$ cat config.mk
export PLATFORM = sky130hd
export DESIGN_NAME = scsi_cmd_regs
export DESIGN_NICKNAME = d
export VERILOG_FILES = /design/src/rtl/scsi_cmd_pkg.sv /design/src/rtl/scsi_cmd_decode.sv /design/src/rtl/scsi_reg_bank.sv /design/src/rtl/scsi_cmd_regs.sv
export SDC_FILE = /design/constraint.sdc
export NUM_CORES = 1
export LEC_CHECK = 0
export CAP_MARGIN = 10
export CORE_UTILIZATION = 30
export DETAILED_ROUTE_END_ITERATION = 7
export DONT_BUFFER_PORTS = 1
export PLACE_DENSITY = 0.52
export REMOVE_ABC_BUFFERS = 1
export SYNTH_ARGS = -nofsm -noshare
export SYNTH_HDL_FRONTEND = slang
export SYNTH_SLANG_ARGS = --single-unit
$ cat constraint.sdc
create_clock -name clk -period 3.8 [get_ports clk]
set_clock_uncertainty 0.05 [all_clocks]
set_input_delay 0.19 -clock clk [delete_from_list [all_inputs] [get_ports clk]]
set_output_delay 0.19 -clock clk [all_outputs]
set_load 0.005 [all_outputs]
$ cat src/rtl/scsi_cmd_pkg.sv
package scsi_cmd_pkg;

  // Register locations whose meaning the host software decodes
  localparam int unsigned LOC_CNT_LO = 0;
  localparam int unsigned LOC_CNT_MID = 1;
  localparam int unsigned LOC_CMD = 3;
  localparam int unsigned LOC_STAT = 4;
  localparam int unsigned LOC_CAUSE = 5;
  localparam int unsigned LOC_STEP = 6;
  localparam int unsigned LOC_FLAGS = 7;
  localparam int unsigned LOC_CFG1 = 8;
  localparam int unsigned LOC_CNT_HI = 14;
  localparam int unsigned LOC_MIRROR_LO = 11;

  localparam logic [7:0] CFG1_INIT = 8'h07;
  localparam logic [7:0] CNT_HI_INIT = 8'h04;

  localparam int unsigned STAT_IRQ_BIT = 7;
  localparam int unsigned STAT_TC_BIT = 4;
  localparam int unsigned CFG1_QUIET_BIT = 6;

  localparam logic [7:0] CAUSE_FUNC_DONE = 8'h08;
  localparam logic [7:0] CAUSE_DISCONNECT = 8'h20;
  localparam logic [7:0] CAUSE_BUS_RESET = 8'h80;

  typedef enum logic [6:0] {
    OP_NOP       = 7'h00,
    OP_FLUSH     = 7'h01,
    OP_CHIP_RST  = 7'h02,
    OP_BUS_RST   = 7'h03,
    OP_XFER      = 7'h10,
    OP_CMPL_SEQ  = 7'h11,
    OP_MSG_OK    = 7'h12,
    OP_PAD       = 7'h18,
    OP_ATN       = 7'h1A,
    OP_SEL       = 7'h41,
    OP_SEL_ATN   = 7'h42,
    OP_SEL_STOP  = 7'h43,
    OP_EN_SEL    = 7'h44
  } opcode_e;

  typedef struct packed {
    logic flush;
    logic chip_rst;
    logic bus_rst;
    logic xfer;
    logic cmpl_seq;
    logic msg_ok;
    logic pad;
    logic sel;
    logic en_sel;
  } action_t;

endpackage

$ cat src/rtl/scsi_cmd_decode.sv
module scsi_cmd_decode
  import scsi_cmd_pkg::*;
(
  input  logic [6:0] opcode,
  output action_t    act
);

  always_comb begin
    act = '0;
    case (opcode)
      OP_FLUSH:    act.flush = 1'b1;
      OP_CHIP_RST: act.chip_rst = 1'b1;
      OP_BUS_RST:  act.bus_rst = 1'b1;
      OP_XFER:     act.xfer = 1'b1;
      OP_CMPL_SEQ: act.cmpl_seq = 1'b1;
      OP_MSG_OK:   act.msg_ok = 1'b1;
      OP_PAD:      act.pad = 1'b1;
      OP_SEL, OP_SEL_ATN, OP_SEL_STOP: act.sel = 1'b1;
      OP_EN_SEL:   act.en_sel = 1'b1;
      default:     act = '0;
    endcase
  end

endmodule

$ cat src/rtl/scsi_reg_bank.sv
module scsi_reg_bank
  import scsi_cmd_pkg::*;
#(
  parameter int unsigned DW   = 8,
  parameter int unsigned AW   = 4,
  parameter int unsigned SEQW = 3
) (
  input  logic          clk,
  input  logic          rst,
  input  logic          host_wr,
  input  logic          host_rd,
  input  logic [AW-1:0] host_addr,
  input  logic [DW-1:0] host_wdata,
  input  logic          cmd_go,
  input  action_t       act,
  input  logic          done_valid,
  input  logic [DW-2:0] done_stat,
  input  logic [DW-1:0] done_intr,
  input  logic [SEQW-1:0] done_seq,
  output logic [DW-1:0] host_rdata,
  output logic          irq,
  output logic          dma_mode
);

  localparam int unsigned NREG = 1 << AW;
  localparam logic [AW-1:0] A_LO    = AW'(LOC_CNT_LO);
  localparam logic [AW-1:0] A_MID   = AW'(LOC_CNT_MID);
  localparam logic [AW-1:0] A_CMD   = AW'(LOC_CMD);
  localparam logic [AW-1:0] A_CFG1  = AW'(LOC_CFG1);
  localparam logic [AW-1:0] A_CAUSE = AW'(LOC_CAUSE);
  localparam logic [AW-1:0] A_MIRR  = AW'(LOC_MIRROR_LO);

  logic [DW-1:0] rimg [NREG];
  logic [DW-1:0] wimg [NREG];

  logic rd_go;
  logic mirror_wr;
  logic full_clear;

  assign rd_go      = host_rd && !host_wr;
  assign mirror_wr  = host_wr && (host_addr == A_CFG1 || host_addr >= A_MIRR);
  assign full_clear = rst || (cmd_go && act.chip_rst);

  always_ff @(posedge clk) begin
    if (full_clear) begin
      for (int i = 0; i < NREG; i++) begin
        rimg[i] <= '0;
        wimg[i] <= '0;
      end
      rimg[LOC_CFG1]   <= DW'(CFG1_INIT);
      rimg[LOC_CNT_HI] <= DW'(CNT_HI_INIT);
      irq      <= 1'b0;
      dma_mode <= 1'b0;
      if (rst) host_rdata <= '0;
    end else begin
      // host read, the cause location clears on read
      if (rd_go) begin
        host_rdata <= rimg[host_addr];
        if (host_addr == A_CAUSE) begin
          rimg[LOC_CAUSE] <= '0;
          rimg[LOC_STAT][STAT_TC_BIT]  <= 1'b0;
          rimg[LOC_STAT][STAT_IRQ_BIT] <= 1'b0;
          rimg[LOC_STEP] <= DW'(4);
          irq <= 1'b0;
        end
      end
      // host write
      if (host_wr) begin
        wimg[host_addr] <= host_wdata;
        if (mirror_wr) rimg[host_addr] <= host_wdata;
        if (host_addr == A_LO || host_addr == A_MID)
          rimg[LOC_STAT][STAT_TC_BIT] <= 1'b0;
      end
      // command execution
      if (cmd_go) begin
        rimg[LOC_CMD] <= host_wdata;
        dma_mode <= host_wdata[DW-1];
        if (host_wdata[DW-1]) begin
          rimg[LOC_CNT_LO]  <= wimg[LOC_CNT_LO];
          rimg[LOC_CNT_MID] <= wimg[LOC_CNT_MID];
        end
        if (act.flush) begin
          rimg[LOC_CAUSE] <= DW'(CAUSE_FUNC_DONE);
          rimg[LOC_STEP]  <= '0;
          rimg[LOC_FLAGS] <= '0;
        end
        if (act.bus_rst) begin
          rimg[LOC_CAUSE] <= DW'(CAUSE_BUS_RESET);
          if (!wimg[LOC_CFG1][CFG1_QUIET_BIT]) begin
            rimg[LOC_STAT][STAT_IRQ_BIT] <= 1'b1;
            irq <= 1'b1;
          end
        end
        if (act.cmpl_seq) begin
          rimg[LOC_STAT][2:0] <= 3'b111;
          rimg[LOC_STAT][STAT_IRQ_BIT] <= 1'b1;
          rimg[LOC_CAUSE] <= DW'(CAUSE_FUNC_DONE);
          rimg[LOC_FLAGS] <= DW'(2);
          irq <= 1'b1;
        end
        if (act.msg_ok) begin
          rimg[LOC_CAUSE] <= DW'(CAUSE_DISCONNECT);
          rimg[LOC_STEP]  <= '0;
          rimg[LOC_FLAGS] <= '0;
          rimg[LOC_STAT][STAT_IRQ_BIT] <= 1'b1;
          irq <= 1'b1;
        end
        if (act.pad) begin
          rimg[LOC_STAT][DW-2:0] <= (DW-1)'(8'h10);
          rimg[LOC_CAUSE] <= DW'(CAUSE_FUNC_DONE);
          rimg[LOC_STEP]  <= '0;
        end
        if (act.en_sel) rimg[LOC_CAUSE] <= '0;
      end
      // completion report from neighbouring logic overrides host effects
      if (done_valid) begin
        rimg[LOC_STAT][DW-2:0] <= done_stat;
        rimg[LOC_STAT][STAT_IRQ_BIT] <= 1'b1;
        rimg[LOC_CAUSE] <= done_intr;
        rimg[LOC_STEP]  <= DW'(done_seq);
        irq <= 1'b1;
      end
    end
  end

  // a read of the cause location clears it and drops the line
  p_cause_read_clears_r4: assert property (@(posedge clk) disable iff (rst)
    (rd_go && host_addr == A_CAUSE && !done_valid)
      |=> (rimg[LOC_CAUSE] == '0 && !irq && rimg[LOC_STEP] == DW'(4)));

  // counter writes never reach the readable counter directly
  p_cnt_hold_r3: assert property (@(posedge clk) disable iff (rst)
    (host_wr && host_addr == A_LO) |=> (rimg[LOC_CNT_LO] == $past(rimg[LOC_CNT_LO])));

  // quiet bus reset keeps a low line low
  p_bus_rst_quiet_r5: assert property (@(posedge clk) disable iff (rst)
    (cmd_go && act.bus_rst && wimg[LOC_CFG1][CFG1_QUIET_BIT] && !irq && !done_valid)
      |=> !irq);

  // message accepted raises the line
  p_msg_ok_raise_r7: assert property (@(posedge clk) disable iff (rst)
    (cmd_go && act.msg_ok) |=> irq);

  // completion loads the cause and raises the line unless chip reset
  p_done_load_r10: assert property (@(posedge clk) disable iff (rst)
    (done_valid && !(cmd_go && act.chip_rst))
      |=> (irq && rimg[LOC_CAUSE] == $past(done_intr)));

  // chip reset drops the line and DMA mode
  p_chip_rst_r8: assert property (@(posedge clk) disable iff (rst)
    (cmd_go && act.chip_rst) |=> (!irq && !dma_mode));

  // the line and the readable status bit agree
  p_irq_matches_stat_r13: assert property (@(posedge clk) disable iff (rst)
    irq == rimg[LOC_STAT][STAT_IRQ_BIT]);

endmodule

$ cat src/rtl/scsi_cmd_regs.sv
module scsi_cmd_regs
  import scsi_cmd_pkg::*;
#(
  parameter int unsigned DW   = 8,
  parameter int unsigned AW   = 4,
  parameter int unsigned SEQW = 3
) (
  input  logic            clk,
  input  logic            rst,
  input  logic            host_wr,
  input  logic            host_rd,
  input  logic [AW-1:0]   host_addr,
  input  logic [DW-1:0]   host_wdata,
  input  logic            done_valid,
  input  logic [DW-2:0]   done_stat,
  input  logic [DW-1:0]   done_intr,
  input  logic [SEQW-1:0] done_seq,
  output logic [DW-1:0]   host_rdata,
  output logic            irq,
  output logic            dma_mode,
  output logic            xfer_go,
  output logic            sel_go,
  output logic [1:0]      sel_kind
);

  localparam logic [AW-1:0] A_CMD = AW'(LOC_CMD);

  logic    cmd_go;
  action_t act;

  assign cmd_go = host_wr && (host_addr == A_CMD);

  scsi_cmd_decode u_decode (
    .opcode (host_wdata[6:0]),
    .act    (act)
  );

  scsi_reg_bank #(.DW(DW), .AW(AW), .SEQW(SEQW)) u_bank (
    .clk        (clk),
    .rst        (rst),
    .host_wr    (host_wr),
    .host_rd    (host_rd),
    .host_addr  (host_addr),
    .host_wdata (host_wdata),
    .cmd_go     (cmd_go),
    .act        (act),
    .done_valid (done_valid),
    .done_stat  (done_stat),
    .done_intr  (done_intr),
    .done_seq   (done_seq),
    .host_rdata (host_rdata),
    .irq        (irq),
    .dma_mode   (dma_mode)
  );

  // one-cycle strobes to the bus-phase and data-movement neighbours
  always_ff @(posedge clk) begin
    if (rst) begin
      xfer_go  <= 1'b0;
      sel_go   <= 1'b0;
      sel_kind <= '0;
    end else begin
      xfer_go <= cmd_go && act.xfer;
      sel_go  <= cmd_go && act.sel;
      if (cmd_go && act.sel) sel_kind <= host_wdata[1:0];
    end
  end

  // a transfer strobe always traces back to a 0x10 command write
  p_xfer_src_r9: assert property (@(posedge clk) disable iff (rst)
    xfer_go |-> $past(host_wr && host_addr == A_CMD && host_wdata[6:0] == 7'h10));

  // a selection strobe carries the low opcode bits of its command
  p_sel_src_r9: assert property (@(posedge clk) disable iff (rst)
    sel_go |-> (sel_kind == $past(host_wdata[1:0]) && $past(cmd_go)));

endmodule

# Yosys cells after proc, flatten, opt, wreduce, memory -nomap -nowiden
# Memory sizes are Yosys's and may differ from the RTL's.
# Cells that the tools add are included.
# word_totals
reg_bits,14
ramBits,256
out_inout_bits,14
n_memories,2
# op_classes
magnitude_cmp,1
eq_ne,16
mux,119
bitwise,37
reduce_logical,16
# memory_table
name,words,width,read_ports,rd_ports_with_merged_regs,wr,line,text
u_bank.rimg,16,8,1,0,16,scsi_reg_bank.sv:33,logic [DW-1:0] rimg [NREG];
u_bank.wimg,16,8,3,0,16,scsi_reg_bank.sv:34,logic [DW-1:0] wimg [NREG];
# ops
op,count
$mux 8,26
$mux 1,86
$or 1x1->1,37
$eq 7x5->1 const B,4
$eq 7x7->1 const B,4
$reduce_or 8->1,2
$eq 7x2->1 const B,2
$mux 3,3
$mux 4,2
$eq 7x1->1 const B,1
$logic_and 1x1->1,6
$eq 4x1->1 const B,1
$eq 4x2->1 const B,1
$eq 4x3->1 const B,1
$eq 4x4->1 const B,1
$ge 4x4->1 const B,1
$logic_not 4->1,1
$mux 2,2
$logic_or 1x1->1,3
$reduce_or 3->1,1
$ne 2x2->1 const B,1
$reduce_and 2->1,1
$reduce_bool 2->1,1
$logic_not 1->1,1

# Depth between registers and ports, before layout
# logic_depth
word_depth,14
mapped_depth,7
mapped_depth_nobuf,6

# Cells and area by module
# A second synthesis with hierarchy kept.
# hier_totals
cells_unflattened,516
area_unflattened_um2,7190.6
# by_module_without_submodules
mod,instances,cells_each,area_per_inst_um2
scsi_reg_bank,1,483,6902.9
scsi_cmd_regs,1,16,168.9
scsi_cmd_decode,1,17,118.9

# Worst setup path before layout
# Ideal clock, no wire load.
# synth_path
kind,input to register
start,input port host_addr[3]
end,memory u_bank.rimg[5][0] (enable)
arrival_ps,2342
setup_slack_ps,1066
cell_stages,6
n_path_buf,2
path_cell_list,clkbuf_1 > or3b_2 > or2_2 > clkbuf_1 > o21ai_0 > nand4b_1
# synth_rtl
item,line,text
start: declaration,scsi_cmd_regs.sv:12,"input logic [AW-1:0] host_addr,"
end: declaration,scsi_reg_bank.sv:33,

==> impl_metrics.env <==
export IMPL_ios=49
export IMPL_slew_violations=0
export IMPL_critPathArrivalTime_ns=2.51
export IMPL_initial_core_util_pct=30.48
export IMPL_yosysSeqAreaShare_pct=66.09
export IMPL_post_cts_repair_setup_buffers=0
export IMPL_clock_fmax_mhz=405.1
export IMPL_synth_top_area_share_pct=64.41
export IMPL_p_seq_share_pct=50.2
export IMPL_core_mm2=0.02340
export IMPL_port_buffers=0
export IMPL_setup_viol=0
export IMPL_slew_headroom_pct=16.67
export IMPL_net_switching_power_mw=0.9197
export IMPL_hold_viol=0
export IMPL_syn_area_mm2=0.007133
export IMPL_grt_pass1_wl_um=27600
export IMPL_crit_slowest_cell="or4b_2"
export IMPL_fp_dieW_um=156.2
export IMPL_dieArea_mm2=0.02440
export IMPL_ctsHoldBuffers=33
export IMPL_final_setup_tns_ns=0
export IMPL_path_max_fanout=8
export IMPL_leakagePower_nw=3.069
export IMPL_tightest_slew_ns=1.250
export IMPL_yosysMostFrequentCell="edfxtp_1"
export IMPL_cts_max_path_buffers=2
export IMPL_post_route_period_util_pct=64.97
export IMPL_synth_area_leaders="edfxtp_1 64%, mux4_2 9.5%, and2_1 6.7%, mux2i_1 2.5%, dfxtp_1 1.7%"
export IMPL_hpwl_um=12010
export IMPL_vias=4192
export IMPL_gp_congestion=0.8353
export IMPL_initialDrtViolationCount=328
export IMPL_cp_slowest_stage_delay_ns=0.72
export IMPL_syn_to_final_growth_pct=19.66
export IMPL_synthArstFlopShare_pct=0
export IMPL_antenna_found_initial=0
export IMPL_final_nets=574
export IMPL_grt_pass1_vias=4289
export IMPL_rsz0062_at_grt="false"
export IMPL_h_tree_depth=4
export IMPL_drt_pass1_iter_count=5
export IMPL_ys_types=49
export IMPL_clk_pin_slew_ns=0.06
export IMPL_grtUsageTotal_pct=16.01
export IMPL_syn_avg_cell_area_um2=14.89
export IMPL_synth_edf_count=153
export IMPL_yosysTopAreaCell="edfxtp_1"
export IMPL_final_antenna_net_count=0
export IMPL_wl_met1_um=7932
export IMPL_drc=0
export IMPL_die_h_um=156.2
export IMPL_p_comb_share_pct=6.4
export IMPL_clk_latency_ns=0.43
export IMPL_cts_sinks=159
export IMPL_fin_util_pct=36.47
export IMPL_drv_cap=0
export IMPL_path_cells="dlygate4sd3_1 > or4b_2 > nor2_1 > nand2_1 > inv_1 > a21oi_1 > nand3_1"
export IMPL_ys_flop_type="edfxtp_1"
export IMPL_wl_met3_um=995
export IMPL_status="completed"
export IMPL_syn_inst=479
export IMPL_cp_num_buf_inv=2
export IMPL_cp_top_family="simple AND/OR/NAND/NOR gates"
export IMPL_synth_seq_cells=159
export IMPL_intPower_mw=3.234
export IMPL_hp_class="in -> reg"
export IMPL_end_kind="register"
export IMPL_cts_repair_resized=0
export IMPL_irDropWorstVdd_mv=0.3332
export IMPL_grt_start_max_net_pins=42
export IMPL_cts_tree="built"
export IMPL_antenna_cells=0
export IMPL_worst_setup_path_start_kind="input port"
export IMPL_routed_wirelength_um=18330
export IMPL_overflow=0
export IMPL_path_class="in -> reg"
export IMPL_p_per_area_mw_per_mm2=486.6
export IMPL_root_buffer="clkbuf_16"
export IMPL_routed_top_layer="met4"
export IMPL_synthTopCellsByCount="153 x edfxtp_1, 76 x and2_1, 30 x mux4_2"
export IMPL_avgViaCountPerCell=4.813
export IMPL_wl_per_cell_um=21.05
export IMPL_drive_gt1_share_pct=15.40
export IMPL_dr_wl_met2_um=8980
export IMPL_period_minus_slack_ns=2.469
export IMPL_swShare_pct=22.14
export IMPL_numCtsBuffers=17
export IMPL_yosys_warnings=0
export IMPL_rows=56
export IMPL_clockPowerShare_pct=43.4
export IMPL_critPathRequiredTime_ns=3.84
==> per-stage QoR <==
stage               instances  hold slack (ns)  power (mW)  setup WS (ns)  area (µm²)
floorplan                 478           0.2091       2.254          1.137        7113
global placement          806           0.2130       2.341         0.9086        7586
detailed placement        806           0.2132       2.347         0.8993        7586
CTS                       871        0.0006129       4.178          1.352        8536
global route              871         0.001661       4.279          1.180        8536
finish                    871          0.01530       4.153          1.331        8536
==> power groups by stage <==
stage / Combinational, mW / Sequential (mW) / Clock, mW
finish: 0.268 / 2.08 / 1.80
global route: 0.287 / 2.09 / 1.90
CTS: 0.270 / 2.09 / 1.82
detailed placement: 0.224 / 2.12 / 0
global placement: 0.221 / 2.12 / 0
floorplan: 0.160 / 2.09 / 0
==> layer usage <==
metal / track usage (%) / vias to the layer above
met5: 0 / -
met4: 7.003 / 0
met3: 3.139 / 23
met2: 26.08 / 154
met1: 20.69 / 2114
li1: - / 1901
==> path summary, 6_finish.rpt <==
kind,startpoint,to,slack (ns),cells after the start
max,rst,u_bank.rimg[6][6],1.33,7
min,host_wdata[4],u_bank.rimg[5][5],0.02,2
min reg2reg,u_bank.wimg[0][7],u_bank.rimg[0][7],0.47,1
max reg2reg,u_bank.rimg[1][2],u_bank.host_rdata[2],2.13,3
==> state kept, by name, summed over array words and instances, names as in the netlist <==
signal and cells:
u_bank.rimg 128, u_bank.wimg 17, u_bank.host_rdata 8, sel_kind 2, sel_go 1, u_bank.dma_mode 1
u_bank.irq 1, xfer_go 1
==> cell type report <==
cell class,count,area [µm²]
inverter,8,30.03
clock buffer,19,442.9
tap,319,399.1
multi-input combinational,311,2375
timing repair buffer,42,397.9
sequential,159,4715
clock inverter,13,176.4
fill,2273,14870
==> kinds of logic after synthesis <==
logic type	Yosys count	synth area share, %
buffers and inverters	44	2.543
flip-flops	159	66.09
AO/OA/AOI/OAI	37	3.578
other	1	0.05257
multiplexers	50	12.31
AND/OR/NAND/NOR	188	15.42
==> cell usage in the layout (no fill, tap or decap), drive strengths merged, types with 6 or more instances in the layout <==
master | synthesis | final
and2 | 77 | 77
o22ai | 7 | 7
nand2b | 13 | 13
dlygate4sd3 | 0 | 33
mux2i | 18 | 18
nand2 | 19 | 19
and3 | 11 | 11
nor2 | 17 | 17
mux4 | 30 | 30
nor3 | 7 | 7
buf | 10 | 9
clkbuf | 26 | 19
conb | 1 | 36
o21ai | 11 | 11
nand3 | 14 | 14
dfxtp | 6 | 6
inv | 7 | 13
edfxtp | 153 | 153
==> worst register-to-register path, delay by kind of cell, from the launching register on <==
| family | cells | cell delay [ns] |
|---|---|---|
| flops | 1 | 0.41 |
| mux | 2 | 0.75 |
| compound gates | 1 | 0.18 |
No activity file was read; power rests on OpenSTA's default activity.
